[src/rtl/bcd_cal_pkg.sv]
package bcd_cal_pkg;

  localparam int unsigned DATA_W = 8;
  localparam int unsigned ADDR_W = 4;

  typedef logic [DATA_W-1:0] byte_t;

  // Full time record; byte 0 (hund) in the low bits.
  typedef struct packed {
    byte_t year;
    byte_t month;
    byte_t date;
    byte_t dow;
    byte_t hour;
    byte_t minute;
    byte_t second;
    byte_t hund;
  } cal_rec_t;

  // Register offsets decoded by the host port.
  localparam logic [ADDR_W-1:0] OFS_HUND  = 4'h0;
  localparam logic [ADDR_W-1:0] OFS_SEC   = 4'h1;
  localparam logic [ADDR_W-1:0] OFS_MIN   = 4'h2;
  localparam logic [ADDR_W-1:0] OFS_HOUR  = 4'h4;
  localparam logic [ADDR_W-1:0] OFS_DOW   = 4'h6;
  localparam logic [ADDR_W-1:0] OFS_DATE  = 4'h8;
  localparam logic [ADDR_W-1:0] OFS_MONTH = 4'h9;
  localparam logic [ADDR_W-1:0] OFS_YEAR  = 4'hA;

  // Hour byte fields.
  localparam int unsigned HR_MODE12_BIT = 6;
  localparam int unsigned HR_PM_BIT     = 5;

  localparam cal_rec_t CAL_RESET = '{
    year: 8'h00, month: 8'h01, date: 8'h01, dow: 8'h01,
    hour: 8'h00, minute: 8'h00, second: 8'h00, hund: 8'h00
  };

  // Add one to a two-digit packed BCD value (no wrap at 99 handled here).
  function automatic byte_t bcd_inc(input byte_t v);
    byte_t r;
    if (v[3:0] == 4'd9) r = {v[7:4] + 4'd1, 4'd0};
    else                r = {v[7:4], v[3:0] + 4'd1};
    return r;
  endfunction

  // 10 = 2 (mod 4), so tens*2 + units decides divisibility by 4.
  function automatic logic year_is_leap(input byte_t y);
    logic [4:0] s;
    s = {y[7:4], 1'b0} + {1'b0, y[3:0]};
    return (s[1:0] == 2'b00);
  endfunction

  function automatic byte_t month_last_date(input byte_t m, input logic leap);
    byte_t r;
    case (m)
      8'h02:                      r = leap ? 8'h29 : 8'h28;
      8'h04, 8'h06, 8'h09, 8'h11: r = 8'h30;
      default:                    r = 8'h31;
    endcase
    return r;
  endfunction

endpackage

[src/rtl/cal_time_step.sv]
// Next value of the time-of-day fields for one strobe, plus the date carry.
module cal_time_step
  import bcd_cal_pkg::*;
#(
  parameter byte_t HUND_LAST = 8'h99,
  parameter byte_t SEXA_LAST = 8'h59
) (
  input  byte_t hund_i,
  input  byte_t sec_i,
  input  byte_t min_i,
  input  byte_t hour_i,
  output byte_t hund_o,
  output byte_t sec_o,
  output byte_t min_o,
  output byte_t hour_o,
  output logic  day_carry_o
);

  logic c_hund, c_sec, c_min;
  logic mode12, pm;
  byte_t h12;

  assign c_hund = (hund_i == HUND_LAST);
  assign c_sec  = c_hund && (sec_i == SEXA_LAST);
  assign c_min  = c_sec  && (min_i == SEXA_LAST);
  assign mode12 = hour_i[HR_MODE12_BIT];
  assign pm     = hour_i[HR_PM_BIT];
  assign h12    = {3'b000, hour_i[4:0]};

  always_comb begin
    hund_o = c_hund ? 8'h00 : bcd_inc(hund_i);
    sec_o  = sec_i;
    min_o  = min_i;
    if (c_hund) sec_o = (sec_i == SEXA_LAST) ? 8'h00 : bcd_inc(sec_i);
    if (c_sec)  min_o = (min_i == SEXA_LAST) ? 8'h00 : bcd_inc(min_i);
  end

  always_comb begin
    hour_o      = hour_i;
    day_carry_o = 1'b0;
    if (c_min) begin
      if (mode12) begin
        if (h12 == 8'h11) begin
          hour_o      = {2'b01, ~pm, 5'h12};
          day_carry_o = pm;
        end else if (h12 == 8'h12) begin
          hour_o = {2'b01, pm, 5'h01};
        end else begin
          hour_o = {2'b01, pm, bcd_inc(h12)[4:0]};
        end
      end else begin
        if (hour_i == 8'h23) begin
          hour_o      = 8'h00;
          day_carry_o = 1'b1;
        end else begin
          hour_o = bcd_inc(hour_i);
        end
      end
    end
  end

endmodule

[src/rtl/cal_date_step.sv]
// Next value of the calendar fields given the carry out of the hours.
module cal_date_step
  import bcd_cal_pkg::*;
#(
  parameter byte_t DOW_LAST   = 8'h07,
  parameter byte_t MONTH_LAST = 8'h12,
  parameter byte_t YEAR_LAST  = 8'h99
) (
  input  logic  carry_i,
  input  byte_t dow_i,
  input  byte_t date_i,
  input  byte_t month_i,
  input  byte_t year_i,
  output byte_t dow_o,
  output byte_t date_o,
  output byte_t month_o,
  output byte_t year_o
);

  logic  leap;
  byte_t last_date;

  assign leap      = year_is_leap(year_i);
  assign last_date = month_last_date(month_i, leap);

  always_comb begin
    dow_o   = dow_i;
    date_o  = date_i;
    month_o = month_i;
    year_o  = year_i;
    if (carry_i) begin
      dow_o = (dow_i == DOW_LAST) ? 8'h01 : bcd_inc(dow_i);
      if (date_i == last_date) begin
        date_o = 8'h01;
        if (month_i == MONTH_LAST) begin
          month_o = 8'h01;
          year_o  = (year_i == YEAR_LAST) ? 8'h00 : bcd_inc(year_i);
        end else begin
          month_o = bcd_inc(month_i);
        end
      end else begin
        date_o = bcd_inc(date_i);
      end
    end
  end

endmodule

[src/rtl/cal_user_bank.sv]
// Host-visible copy: byte writes, offset-decoded reads, deferrable refresh.
module cal_user_bank
  import bcd_cal_pkg::*;
#(
  parameter int unsigned AW = ADDR_W,
  parameter int unsigned DW = DATA_W
) (
  input  logic           clk,
  input  logic           rst_n,
  input  logic           refresh_req_i,
  input  cal_rec_t       src_i,
  input  logic           hold_i,
  input  logic           wr_en_i,
  input  logic [AW-1:0]  addr_i,
  input  logic [DW-1:0]  wdata_i,
  output cal_rec_t       user_o,
  output logic           wr_hit_o,
  output logic [DW-1:0]  rdata_o
);

  cal_rec_t user_q, user_d;
  logic     pend_q, pend_d;
  logic     addr_ok, want_refresh, do_refresh;

  always_comb begin
    case (addr_i)
      OFS_HUND, OFS_SEC, OFS_MIN, OFS_HOUR,
      OFS_DOW, OFS_DATE, OFS_MONTH, OFS_YEAR: addr_ok = 1'b1;
      default:                                addr_ok = 1'b0;
    endcase
  end

  assign wr_hit_o     = wr_en_i && addr_ok;
  assign want_refresh = refresh_req_i || pend_q;
  assign do_refresh   = want_refresh && !hold_i;

  always_comb begin
    pend_d = want_refresh && hold_i && !wr_hit_o;
    user_d = user_q;
    if (do_refresh) user_d = src_i;
    if (wr_en_i) begin
      case (addr_i)
        OFS_HUND:  user_d.hund   = wdata_i;
        OFS_SEC:   user_d.second = wdata_i;
        OFS_MIN:   user_d.minute = wdata_i;
        OFS_HOUR:  user_d.hour   = wdata_i;
        OFS_DOW:   user_d.dow    = wdata_i;
        OFS_DATE:  user_d.date   = wdata_i;
        OFS_MONTH: user_d.month  = wdata_i;
        OFS_YEAR:  user_d.year   = wdata_i;
        default: ;
      endcase
    end
  end

  always_comb begin
    case (addr_i)
      OFS_HUND:  rdata_o = user_q.hund;
      OFS_SEC:   rdata_o = user_q.second;
      OFS_MIN:   rdata_o = user_q.minute;
      OFS_HOUR:  rdata_o = user_q.hour;
      OFS_DOW:   rdata_o = user_q.dow;
      OFS_DATE:  rdata_o = user_q.date;
      OFS_MONTH: rdata_o = user_q.month;
      OFS_YEAR:  rdata_o = user_q.year;
      default:   rdata_o = '0;
    endcase
  end

  always_ff @(posedge clk or negedge rst_n) begin
    if (!rst_n) begin
      user_q <= CAL_RESET;
      pend_q <= 1'b0;
    end else begin
      pend_q <= pend_d;
      if (do_refresh || wr_en_i) user_q <= user_d;
    end
  end

  assign user_o = user_q;

endmodule

[src/rtl/bcd_calendar_core.sv]
module bcd_calendar_core
  import bcd_cal_pkg::*;
#(
  parameter int unsigned AW = ADDR_W,
  parameter int unsigned DW = DATA_W
) (
  input  logic          clk,
  input  logic          rst_n,
  input  logic          tick_i,
  input  logic          hold_i,
  input  logic          wr_en_i,
  input  logic [AW-1:0] addr_i,
  input  logic [DW-1:0] wdata_i,
  output logic [DW-1:0] rdata_o
);

  cal_rec_t int_q, int_d, stepped, user_q;
  logic     load_pend_q, load_pend_d;
  logic     upd_q;
  logic     day_carry, wr_hit;

  cal_time_step u_time (
    .hund_i      (int_q.hund),
    .sec_i       (int_q.second),
    .min_i       (int_q.minute),
    .hour_i      (int_q.hour),
    .hund_o      (stepped.hund),
    .sec_o       (stepped.second),
    .min_o       (stepped.minute),
    .hour_o      (stepped.hour),
    .day_carry_o (day_carry)
  );

  cal_date_step u_date (
    .carry_i (day_carry),
    .dow_i   (int_q.dow),
    .date_i  (int_q.date),
    .month_i (int_q.month),
    .year_i  (int_q.year),
    .dow_o   (stepped.dow),
    .date_o  (stepped.date),
    .month_o (stepped.month),
    .year_o  (stepped.year)
  );

  cal_user_bank #(.AW(AW), .DW(DW)) u_bank (
    .clk           (clk),
    .rst_n         (rst_n),
    .refresh_req_i (upd_q),
    .src_i         (int_q),
    .hold_i        (hold_i),
    .wr_en_i       (wr_en_i),
    .addr_i        (addr_i),
    .wdata_i       (wdata_i),
    .user_o        (user_q),
    .wr_hit_o      (wr_hit),
    .rdata_o       (rdata_o)
  );

  // Next state: a pending host load replaces the step on the strobe.
  always_comb begin
    int_d       = load_pend_q ? user_q : stepped;
    load_pend_d = load_pend_q;
    if (tick_i) load_pend_d = 1'b0;
    if (wr_hit) load_pend_d = 1'b1;
  end

  always_ff @(posedge clk or negedge rst_n) begin
    if (!rst_n) begin
      int_q       <= CAL_RESET;
      load_pend_q <= 1'b0;
      upd_q       <= 1'b0;
    end else begin
      load_pend_q <= load_pend_d;
      upd_q       <= tick_i;
      if (tick_i) int_q <= int_d;
    end
  end

endmodule

[config.mk]
export PLATFORM = sky130hd
export DESIGN_NAME = bcd_calendar_core
export DESIGN_NICKNAME = d
export VERILOG_FILES = /design/src/rtl/bcd_cal_pkg.sv /design/src/rtl/cal_time_step.sv /design/src/rtl/cal_date_step.sv /design/src/rtl/cal_user_bank.sv /design/src/rtl/bcd_calendar_core.sv
export SDC_FILE = /design/constraint.sdc
export NUM_CORES = 1
export LEC_CHECK = 0
export BUFFER_PORTS_ARGS = -buffer_cell sky130_fd_sc_hd__buf_2
export CAP_MARGIN = 25
export CORE_MARGIN = 1
export CORE_UTILIZATION = 35
export DETAILED_ROUTE_END_ITERATION = 10
export HOLD_SLACK_MARGIN = 0.12
export MAX_ROUTING_LAYER = met4
export PLACE_DENSITY_LB_ADDON = 0.08
export RECOVER_POWER = 25
export SETUP_SLACK_MARGIN = 0.1
export SYNTH_ARGS = -nofsm -noshare
export SYNTH_HDL_FRONTEND = slang
export SYNTH_SLANG_ARGS = --single-unit
[constraint.sdc]
create_clock -name clk -period 2.6 [get_ports clk]
set_input_delay 0.65 -clock clk [delete_from_list [all_inputs] [get_ports clk]]
set_output_delay 0.65 -clock clk [all_outputs]
set_load 0.005 [all_outputs]
## Word-level counts from Yosys, hierarchy flattened

Memory sizes are Yosys's and may differ from the RTL's.
Cells that the tools add are included.

- $add $sub $neg: 18
- Reductions and logical operators: 44
- Mux-type cells: 50
- Equality and inequality tests: 32
- Bitwise logic cells: 1

Operators with widths:

| cell | count |
|---|---|
| two-way mux 8 bit | 36 |
| two-way mux 64 bit | 3 |
| adder 4 x 1 -> 4 bit, second input constant | 16 |
| one-hot mux 8 bit (8 select lines) | 1 |
| == test 4 bit, second input constant | 11 |
| == test 8 x 3 -> 1 bit, second input constant | 3 |
| nonzero test 3 bit | 7 |
| AND reduction 3 bit | 6 |
| == test 8 x 5 -> 1 bit, second input constant | 2 |
| == test 8 x 7 -> 1 bit, second input constant | 2 |
| == test 8 bit, second input constant | 2 |
| one-hot mux 8 bit (2 select lines) | 1 |
| AND reduction 4 bit | 4 |
| nonzero test 2 bit | 7 |
| == test 5 bit, second input constant | 2 |
| two-way mux 5 bit | 2 |
| AND reduction 2 bit | 5 |
| == test 4 x 3 -> 1 bit, second input constant | 2 |
| == test 8 x 2 -> 1 bit, second input constant | 1 |
| == test 8 x 4 -> 1 bit, second input constant | 1 |
| == test 8 x 6 -> 1 bit, second input constant | 1 |
| == test 8 bit | 1 |
| two-way mux 1 bit | 7 |
| logical AND 1 bit | 6 |
| other kinds (14) | 16 |

- Register bits after elaboration: 131
- Memories: 1
- Output and inout port bits: 8
- ROM bits: 16

Memories:

| name | words | width | read ports | clocked after memory_dff | wr ports | line | RTL |
|---|---|---|---|---|---|---|---|
| (no name shown) | 16 | 1 | 1 | 0 | 0 | cal_user_bank.sv:26 | `case (addr_i)` |

## Logic depth before layout (Yosys ltp)

Gate-level depths: netlist of the first run.

- Word-level depth: 8
- Depth in mapped cells: 10

## By module

A second synthesis of the first run with hierarchy kept.

- Cell total of the unflattened synthesis: 987
- Area, all modules: 9002.4 µm²

Modules (own cells, without submodules):

| module | sequential area each (µm²) | instances | cells each | area each (µm²) |
|---|---|---|---|---|
| cal_user_bank | 1630.3 | 1 | 378 | 3709.8 |
| bcd_calendar_core | 1655.3 | 1 | 281 | 3046.7 |
| cal_date_step | 0.0 | 1 | 174 | 1182.4 |
| cal_time_step | 0.0 | 1 | 154 | 1063.5 |

## Worst setup path after synthesis of the first run

OpenSTA, ideal clock, no wires.

- Path type: in2out
- Start: in addr_i[3]
- End: out rdata_o[4]
- Cell stages on the path: 7
- Data arrival time: 1.875 ns
- Path buffers: 3
- Slack: 0.075 ns
- Cell sequence: clkbuf_1 nor2b_1 clkbuf_1 and2_1 clkbuf_1 a222oi_1 o211ai_1

- Cells in the longest elaborated chain, start to end: 2

Ends and longest elaborated chain:

| item | line | RTL |
|---|---|---|
| start: declaration | bcd_calendar_core.sv:12 | `input logic [AW-1:0] addr_i,` |
| == test 4 bit (tied with other cells) | cal_user_bank.sv:57 | `case (addr_i)` |
| one-hot mux 8 bit (8 select lines) (*) | cal_user_bank.sv:57 |  |
| end: declaration | bcd_calendar_core.sv:14 | `output logic [DW-1:0] rdata_o` |

Every way passes the cells marked *; elsewhere a longest branch is shown, timed or not.

## Final worst setup path of the first run

- Start: in addr_i[0]
- End: out rdata_o[4]

The elaborated chain is that of the path after synthesis.

==> flow_summary_export.csv, run 1 <==
group,metric,value,unit
run_status,status,"complete, no violations",
final_layout,drive_gt1_share,17.9,%
final_layout,final_nets,1073,
sta,finalSetupTns,0,ps
worst_setup_path,worstPathRequired,1950,ps
worst_setup_path,cp_top_family,"compound AO/OA/AOI/OAI gates",
clock_network,cts_buffers,17,
grt,grt_start_max_net_pins,56,
clock_network,clockRootBuffer,"clkbuf_16",
clock_network,clk_latency,430,ps
synth,synth_edf_count,0,
floorplanning,io_pins,25,
pwr,p_int,5.30,mW
clock_network,clock-sinks,131,
final_layout,n_fill_cell,2333,
floorplanning,dieArea,24100,µm²
clock_network,clk_pin_slew,60,ps
worst_setup_path,cp_slowest_cell,"a222oi_1",
worst_setup_path,path_class,"in2out",
pwr,switching_power,2.82,mW
sta,worst_pin_slew,1350,ps
clock_network,max-clock-path-buffers,2,
synth,synth_seq_cells,131,
floorplanning,fp.coreArea,22800,µm²
synth,avgSynthCellArea,8.49,µm²
pwr,swShare,34.7,%
synth,synth_cell_types,82,
worst_setup_path,cp-start-kind,"primary input",
synth,ys_warn_count,0,
synth,synth_cells,967,
final_layout,final_area,9920,µm²
run,drv_cap,0,
worst_setup_path,end_kind,"output pin",
pwr,power_frac_seq,39.8,%
sta,period_minus_slack,2480,ps
floorplanning,rows,55,
clock_network,tritoncts,"done",
worst_setup_path,worstPathArrival,1830,ps
grt,grt_first_pass_wirelength,42900,µm
sta,fin_worst_skew,11.5,ps
placed_design,numPortBuffers,24,
sta,hold_viol,0,
floorplanning,die_w,155,µm
grt,overflow,0,
drt,drt-initial-drc-count,398,
drt,dr.pass1.iters,6,
drt,wire_per_inst,20.4,µm
final_layout,antenna_cells,0,
pwr,p_leak,4.43,nW
clock_network,htreeDepth,4,
hold_path,hold_class,"in2reg",
pwr,ir_worst_vdd,0.376,mV
synth,synth_fp_nets,1010,
synth,netlist_area,8210,µm²
floorplanning,start_util,35.9,%
placed_design,hpwl,20000,µm
worst_setup_path,path_cells,"buf_4 > nor2b_1 > and2_4 > a222oi_1 > o211ai_1 > buf_2",
sta,post-route-period-util,95.3,%
worst_setup_path,cp_max_fo,7,
sta,rsz0062_at_grt,"true",
drt,drt-total-wl,27600,µm
synth,ys.flop_type,"dfrtp_1",
sta,slew_headroom,10.2,%
pwr,p_clk_share,33.6,%
pwr,p_per_area,819,nW/µm²
sta,slew_violations,0,
grt,grt_usage,24.6,%
placed_design,dpl_cell_area,9090,µm²
synth,synth-seq-area-share,40.0,%
drt,antenna_left,0,
worst_setup_path,cp_num_buf_inv,2,
drt,vias_per_cell,5.45,
pwr,power_frac_comb,26.6,%
final_layout,syn2layout_area_growth,20.8,%
grt,grt_pass1_vias,7048,
sta,fmax,404,MHz
worst_setup_path,worst_path_largest_cell_delay,350,ps
sta,setup_viol,0,
grt,grt_antenna_before_repair,0,
synth,async_flop_share,100,%
placed_design,gp_congestion,0.932,
floorplanning,die_h,155,µm
clock_network,hold_buffers,0,
drt,drt_drc_violations_left,0,
drt,vias,7386,
[placed cells by master (no fill, tap or decap), types with 5 or more instances in the layout]
master	instances
a211oi_1	7
a21oi_1	122
a22o_1	11
a22oi_1	15
a31oi_1	10
and2_1	5
and3_1	11
and3b_1	5
buf_12	5
buf_2	19
buf_4	73
buf_6	5
bufinv_16	5
clkbuf_16	17
dfrtp_1	124
dfstp_2	6
ha_1	26
inv_1	29
mux2_2	6
mux2i_1	50
nand2_1	79
nand2b_1	6
nand3_1	26
nand4_1	5
nor2_1	124
nor2b_1	9
nor3_1	16
nor3b_1	6
nor4b_1	5
o211ai_1	5
o21ai_0	85
o22a_1	5
o22ai_1	11
[cells by family after synthesis]
| kind of cell | Yosys count | share of synthesized area, % |
|---|---|---|
| simple gates | 335 | 19.9 |
| compound gates | 323 | 24.0 |
| flops | 131 | 40.0 |
| buf+inv | 93 | 4.89 |
| mux | 56 | 6.92 |
| fa+ha+maj | 26 | 3.96 |
| xor+xnor | 3 | 0.320 |
[synthesized netlist by cell type (6+ instances only)]
master	n	area (µm²)
a31oi_1	11	68.8
o22ai_1	11	68.8
o21ai_0	87	435
nor2b_1	11	68.8
nand2b_1	6	37.5
clkbuf_1	36	135
and3_1	11	68.8
ha_1	26	325
and2_1	6	37.5
nor2_1	127	477
nor3_1	16	80.1
mux2i_1	50	500
nand2_1	80	300
nor3b_1	6	45.0
a21oi_1	122	611
buf_4	6	45.0
a22oi_1	16	120
a211oi_1	7	52.6
inv_1	29	109
a22o_1	11	96.3
dfrtp_1	125	3130
mux2_2	6	67.6
buf_1	12	45.0
nand3_1	29	145
dfstp_2	6	158
[layout make-up]
| cell class | count | area, µm² | area share [%] |
|---|---|---|---|
| multi-input cells | 743 | 4630 | 46.7 |
| flip-flops and latches | 131 | 3290 | 33.2 |
| repair buffers | 107 | 836 | 8.43 |
| clock buffers | 19 | 453 | 4.57 |
| well taps | 313 | 392 | 3.95 |
| clock inverters | 12 | 204 | 2.06 |
| inverters | 30 | 113 | 1.14 |
[sequential cells by signal (all words and copies together), names as in the netlist]
name / flops
u_bank.pend_q: 1
int_q: 64
load_pend_q: 1
upd_q: 1
u_bank.user_o: 64
[per-layer routing]
metal / vias to the layer above / global-route usage, % / wire [µm]
li1: 3647 / - / -
met1: 3561 / 33.8 / 13500
met2: 156 / 38.1 / 12800
met3: 22 / 4.18 / 1030
met4: 0 / 5.04 / 283
met5: - / - / 0
[final timing paths]
check	from	endpoint	slack (ps)	cells past startpoint
max in group asynchronous	rst_n	u_bank.user_o[14]	720	2
worst max register to register	int_q[48]	int_q[45]	160	8
min in group asynchronous	rst_n	int_q[38]	530	1
worst min-delay path	hold_i	u_bank.pend_q	470	2
worst min register to register	int_q[32]	int_q[32]	510	2
worst max-delay path	addr_i[0]	rdata_o[4]	120	6
[per-stage QoR]
step / utilization [%] / total power, mW / worst slack (ps) / hold WS, ps / instances
6_report: 43.4 / 8.12 / 123 / 467 / 1355
5_1_grt: 43.4 / 8.61 / 47.5 / 456 / 1355
4_1_cts: 42.8 / 8.10 / 72.1 / 187 / 1347
3_5_place_dp: 39.8 / 5.34 / 13.1 / 496 / 1316
3_3_place_gp: 39.8 / 5.34 / 38.0 / 496 / 1316
2_1_floorplan: - / 4.41 / 110 / 354 / 967
[power groups by stage]
| stage | combinational [mW] | sequential [mW] | clock (mW) |
|---|---|---|---|
| CTS | 2.10 | 3.22 | 2.77 |
| global placement | 2.08 | 3.27 | 0 |
| floorplan | 1.45 | 2.96 | 0 |
| detailed placement | 2.09 | 3.25 | 0 |
| finish | 2.16 | 3.23 | 2.73 |
| global route | 2.45 | 3.29 | 2.87 |
[what timing repair did]
action | in CTS | in global routing
gates resized for setup | 7 | 30
setup endpoints to repair | 8 | 19
pin swaps | 2 | 12
buffers inserted | 0 | 8
cloned | 0 | 0
(Power assumes the default switching activity.)
==> run 2, diff against run 1 <==
--- a/config.mk
+++ b/config.mk
@@ -7,8 +7,11 @@
 export LEC_CHECK = 0
 export BUFFER_PORTS_ARGS = -buffer_cell sky130_fd_sc_hd__buf_2
 export CAP_MARGIN = 25
+export CELL_PAD_IN_SITES_DETAIL_PLACEMENT = 0
+export CELL_PAD_IN_SITES_GLOBAL_PLACEMENT = 1
 export CORE_MARGIN = 1
 export CORE_UTILIZATION = 35
+export CTS_BUF_LIST = sky130_fd_sc_hd__clkbuf_4
 export DETAILED_ROUTE_END_ITERATION = 10
 export HOLD_SLACK_MARGIN = 0.12
 export MAX_ROUTING_LAYER = met4
==> run 2 against run 1 <==
Via count rose by 0.95%. Combinational power barely moved. Register-to-register slack better by 40 ps. Largest power group unchanged. Total power is 13% lower. Utilization is 1.4 points lower. Sequential power about the same.
==> flow_summary_export.csv, run 2 (same netlist as run 1, synthesis figures left out) <==
group,metric,value,unit
final_layout,final_cells,1356,
final_layout,n_fill_cell,2385,
grt,grt_antenna_before_repair,1,
worst_setup_path,startpoint,"addr_i[3]",
final_layout,most-common-layout-cells,"nor2_1, a21oi_1, dfrtp_1, o21ai_0, nand2_1",
clock_network,htreeDepth,4,
pwr,p_int,4.34,mW
sta,post-route-period-util,99.0,%
floorplanning,dieArea,24100,µm²
placed_design,numPortBuffers,24,
worst_setup_path,path_class,"in2out",
drt,drt-total-wl,28500,µm
worst_setup_path,cp_max_fo,8,
sta,period_minus_slack,2570,ps
worst_setup_path,end_kind,"output pin",
clock_network,clockRootBuffer,"clkbuf_4",
sta,fmax,389,MHz
worst_setup_path,cp_common_cell,"buf_2",
final_layout,syn2layout_area_growth,16.9,%
worst_setup_path,ff2ff_setup_slack,200,ps
worst_setup_path,worst_path_largest_cell_delay,310,ps
pwr,swShare,38.6,%
pwr,ir_worst_vdd,0.303,mV
grt,grt_pass1_vias,7137,
floorplanning,fp.coreArea,22800,µm²
worst_setup_path,endpoint,"rdata_o[4]",
drt,antenna_left,0,
pwr,switching_power,2.73,mW
floorplanning,die_w,155,µm
sta,setup_viol,0,
final_layout,drive_gt1_share,18.3,%
drt,wire_per_inst,21.0,µm
floorplanning,die_h,155,µm
pwr,power_frac_seq,46.1,%
pwr,p_leak,4.27,nW
sta,slew_violations,0,
grt,grt_first_pass_wirelength,44300,µm
grt,grt_usage,25.5,%
grt,grt_start_max_net_pins,52,
clock_network,tritoncts,"done",
final_layout,final_area,9600,µm²
placed_design,gp_congestion,0.888,
worst_setup_path,worstPathArrival,1920,ps
placed_design,hpwl,20500,µm
worst_setup_path,cp_slowest_cell,"a222oi_1",
floorplanning,io_pins,25,
hold_path,hold_class,"in2reg",
placed_design,dpl_cell_area,9020,µm²
clock_network,clk_latency,570,ps
clock_network,clk_pin_slew,140,ps
drt,vias,7456,
worst_setup_path,worstReg2RegStart,"int_q[52]",
worst_setup_path,crit_cells,7,
placed_design,placed_cells,1305,
sta,worst_pin_slew,1440,ps
run_status,status,"complete, no violations",
sta,rsz0062_at_grt,"true",
pwr,p_clk_share,23.1,%
worst_setup_path,cp_num_buf_inv,3,
final_layout,final_nets,1073,
pwr,total_power,7.07,mW
drt,vias_per_cell,5.50,
sta,hold_viol,0,
worst_setup_path,cp-start-kind,"primary input",
grt,overflow,0,
sta,finalSetupTns,0,ps
drt,dr.pass1.iters,5,
pwr,power_frac_comb,30.8,%
worst_setup_path,cp_top_family,"compound AO/OA/AOI/OAI gates",
final_layout,layout_commonest_cell,"nor2_1",
floorplanning,start_util,35.9,%
drt,drt_drc_violations_left,0,
pwr,p_per_area,736,nW/µm²
sta,slew_headroom,4.31,%
clock_network,max-clock-path-buffers,2,
worst_setup_path,r2r.worst_path.cells,9,
clock_network,clock-sinks,131,
worst_setup_path,r2r-end,"int_q[63]",
clock_network,cts_buffers,17,
worst_setup_path,worstPathRequired,1950,ps
run,drv_cap,0,
drt,drt-initial-drc-count,583,
worst_setup_path,path_cells,"buf_2 > nor2b_2 > buf_4 > nor2b_1 > a222oi_1 > o211ai_1 > buf_2",
sta,whs,306,ps
sta,fin_worst_skew,26.5,ps
floorplanning,rows,55,
==> run 2: cell count changes in the layout (fill, tap and decap cells not counted), sizes merged <==
cell / change
buf: +1
bufinv: -1
clkbuf: -3
clkinv: +2
clkinvlp: +1
diode: +1
dlygate4sd3: +1
inv: -1
==> run 2: layout make-up <==
class                      count  area [µm²]  area share (%)
clock buffer                  18         135            1.41
multi-input combinational    743        4620            48.2
inverter                      30         113            1.17
tap                          313         392            4.08
antenna                        1        2.50          0.0261
clock inverter                13         186            1.94
timing repair buffer         107         850            8.85
sequential                   131        3300            34.4
==> run 2: what timing repair did <==
action                                  4_1_cts  5_1_grt
resized for setup                            12       21
endpoints found under the setup margin        9       30
buffers inserted                              9        9
hold buffers                                  1        0
endpoints found under the hold margin        43        0
pin swaps                                     6       13
==> run 2: per-stage QoR <==
step                setup WS (ps)  util (%)
global placement             82.8      39.5
global route                -4.65      42.0
floorplan                     110         -
finish                       27.2      42.0
detailed placement           70.1      39.5
CTS                          52.3      41.4
==> run 2: per-layer routing <==
layer	share of wire (%)	vias to the layer above	GRT usage [%]
met5	0	-	-
met4	1.3	0	6.08
met3	4.6	26	4.51
met2	45	125	39.0
met1	49	3653	35.1
li1	-	3652	-
==> run 2: power groups by stage <==
stage               Sequential [mW]  Clock (mW)  Combinational, mW
floorplan                      2.96           0               1.45
CTS                            3.25        1.68               2.10
finish                         3.26        1.63               2.18
global placement               3.31           0               2.01
detailed placement             3.30           0               2.02
global route                   3.33        1.77               2.46
==> run 2: worst min-delay path by stage <==
stage / end / cells after the start / startpoint
final: u_bank.pend_q / 2 / hold_i
after global routing: u_bank.pend_q / 2 / hold_i
after CTS: u_bank.pend_q / 2 / hold_i
after detailed placement: int_q[32] / 2 / int_q[32]
after global placement: int_q[32] / 2 / int_q[32]
after floorplan: int_q[0] / 0 / rst_n
==> run 3, diff against run 2 <==
==> constraint.sdc (replaced) <==
create_clock -name clk -period 2.6 [get_ports clk]
set_input_delay 0.39 -clock clk [delete_from_list [all_inputs] [get_ports clk]]
set_output_delay 0.39 -clock clk [all_outputs]
set_load 0.005 [all_outputs]
==> run 3 against run 2 <==
The flow now finishes with violations (capacitance limit, slew limit). Flip-flop and latch count did not move. Total power fell by 6.4%. Critical endpoint is now int_q[49]. Worst setup slack improved by 140 ps. Largest cell class unchanged.
==> flow_summary_export.csv, run 3 (same netlist as run 1, synthesis figures left out) <==
group,metric,value,unit
drt,drt-total-wl,28600,µm
worst_setup_path,cp-start-kind,"register",
drt,drt_drc_violations_left,0,
sta,post-route-period-util,93.6,%
placed_design,hpwl,20000,µm
worst_setup_path,cp_max_fo,6,
sta,fmax,411,MHz
run,drv_cap,1,
final_layout,layout_commonest_cell,"nor2_1",
final_layout,final_nets,1037,
placed_design,dpl_cell_area,8810,µm²
pwr,p_leak,4.02,nW
run_status,violations,"capacitance limit, slew limit",
hold_path,hold_depth,3,
worst_setup_path,cp_top_family,"simple AND/OR/NAND/NOR gates",
clock_network,clockRootBuffer,"clkbuf_4",
final_layout,seq_area,3290,µm²
floorplanning,fp.coreArea,22800,µm²
pwr,total_power,6.61,mW
sta,finalSetupTns,0,ps
floorplanning,start_util,35.9,%
run_status,status,"finished with violations",
floorplanning,dieArea,24100,µm²
final_layout,final_area,9120,µm²
worst_setup_path,cp_slowest_cell,"or4_1",
worst_setup_path,r2r.worst_path.cells,8,
grt,grt_pass1_vias,7196,
worst_setup_path,end_kind,"register",
sta,rsz0062_at_grt,"true",
drt,antenna_left,0,
final_layout,drive_gt1_share,13.5,%
drt,dr.pass1.iters,5,
final_layout,final_cells,1322,
drt,wire_per_inst,21.6,µm
clock_network,cts_buffers,17,
clock_network,clk_pin_slew,130,ps
drt,vias,7410,
worst_setup_path,worstPathArrival,2940,ps
floorplanning,die_w,155,µm
sta,period_minus_slack,2430,ps
drt,drt-initial-drc-count,545,
floorplanning,rows,55,
clock_network,htreeDepth,4,
clock_network,tritoncts,"done",
clock_network,clk_latency,580,ps
placed_design,placed_cells,1283,
sta,slew_violations,57,
sta,slew_headroom,-2.58,%
worst_setup_path,worstPathRequired,3110,ps
grt,overflow,0,
final_layout,most-common-layout-cells,"nor2_1, dfrtp_1, a21oi_1, o21ai_0, nand2_1",
placed_design,gp_congestion,0.866,
final_layout,multiInputGateArea,4570,µm²
clock_network,max-clock-path-buffers,2,
drt,vias_per_cell,5.61,
worst_setup_path,crit_cells,8,
sta,fin_worst_skew,31.1,ps
final_layout,n_fill_cell,2405,
pwr,ir_worst_vdd,0.389,mV
worst_setup_path,worst_path_largest_cell_delay,510,ps
grt,grt_usage,25.7,%
worst_setup_path,path_class,"reg2reg",
sta,hold_viol,0,
sta,worst_pin_slew,1540,ps
worst_setup_path,cp_num_buf_inv,1,
floorplanning,die_h,155,µm
final_layout,final_util,39.9,%
grt,grt_antenna_before_repair,2,
worst_setup_path,path_cells,"inv_1 > ha_1 > and3b_1 > a211o_1 > a21oi_4 > a41oi_2 > or4_1 > nand3_1",
pwr,p_per_area,725,nW/µm²
grt,grt_start_max_net_pins,93,
placed_design,numPortBuffers,24,
final_layout,syn2layout_area_growth,11.1,%
floorplanning,io_pins,25,
grt,grt_first_pass_wirelength,44800,µm
hold_path,hold_class,"in2reg",
sta,setup_viol,0,
clock_network,clock-sinks,131,
[run 3: final timing paths]
kind / startpoint / slack [ps] / end
max: int_q[52] / 170 / int_q[49]
min: wdata_i[0] / 190 / u_bank.user_o[40]
max reg2reg: int_q[52] / 170 / int_q[49]
min reg2reg: int_q[32] / 520 / int_q[32]
max in group asynchronous: rst_n / 440 / u_bank.user_o[60]
min in group asynchronous: rst_n / 710 / upd_q
[run 3: final cells by class]
| type | count | area share (%) |
|---|---|---|
| multi-input cells | 743 | 50.1 |
| flip-flops and latches | 131 | 36.1 |
| repair buffers | 71 | 5.51 |
| well taps | 313 | 4.29 |
| clock buffers | 17 | 1.40 |
| clock inverters | 15 | 1.30 |
| inverters | 30 | 1.23 |
| diodes | 2 | 0.0549 |
[run 3: worst register-to-register path: cells and delay by family, from the launching register on]
family / cells / cell delay [ps]
adder cells (fa/ha/maj): 1 / 260
AO/OA/AOI/OAI: 3 / 790
flip-flops: 1 / 420
AND/OR/NAND/NOR: 3 / 820
buffers and inverters: 1 / 110
[run 3: metal layers]
metal	track usage [%]	vias up	share of wire, %
li1	-	3586	-
met1	36.2	3639	49
met2	38.8	161	46
met3	4.26	24	3.9
met4	5.23	0	1.3
met5	-	-	0
[run 3: metrics by stage]
stage	hold WS, ps	setup WS (ps)
floorplan	94.4	363
global placement	419	211
detailed placement	414	123
CTS	166	117
global route	163	60.1
finish	192	166
[run 3: repair_timing]
action                                 CTS  global route
buffers inserted                         0             3
gates resized for setup                  0             8
setup endpoints to repair                0            24
endpoints found under the hold margin   51             0
hold buffers                             2             0
[run 3: where the power goes]
group	internal (mW)	switching, mW
combinational	0.883	1.17
sequential	2.56	0.667
clock	0.459	0.879
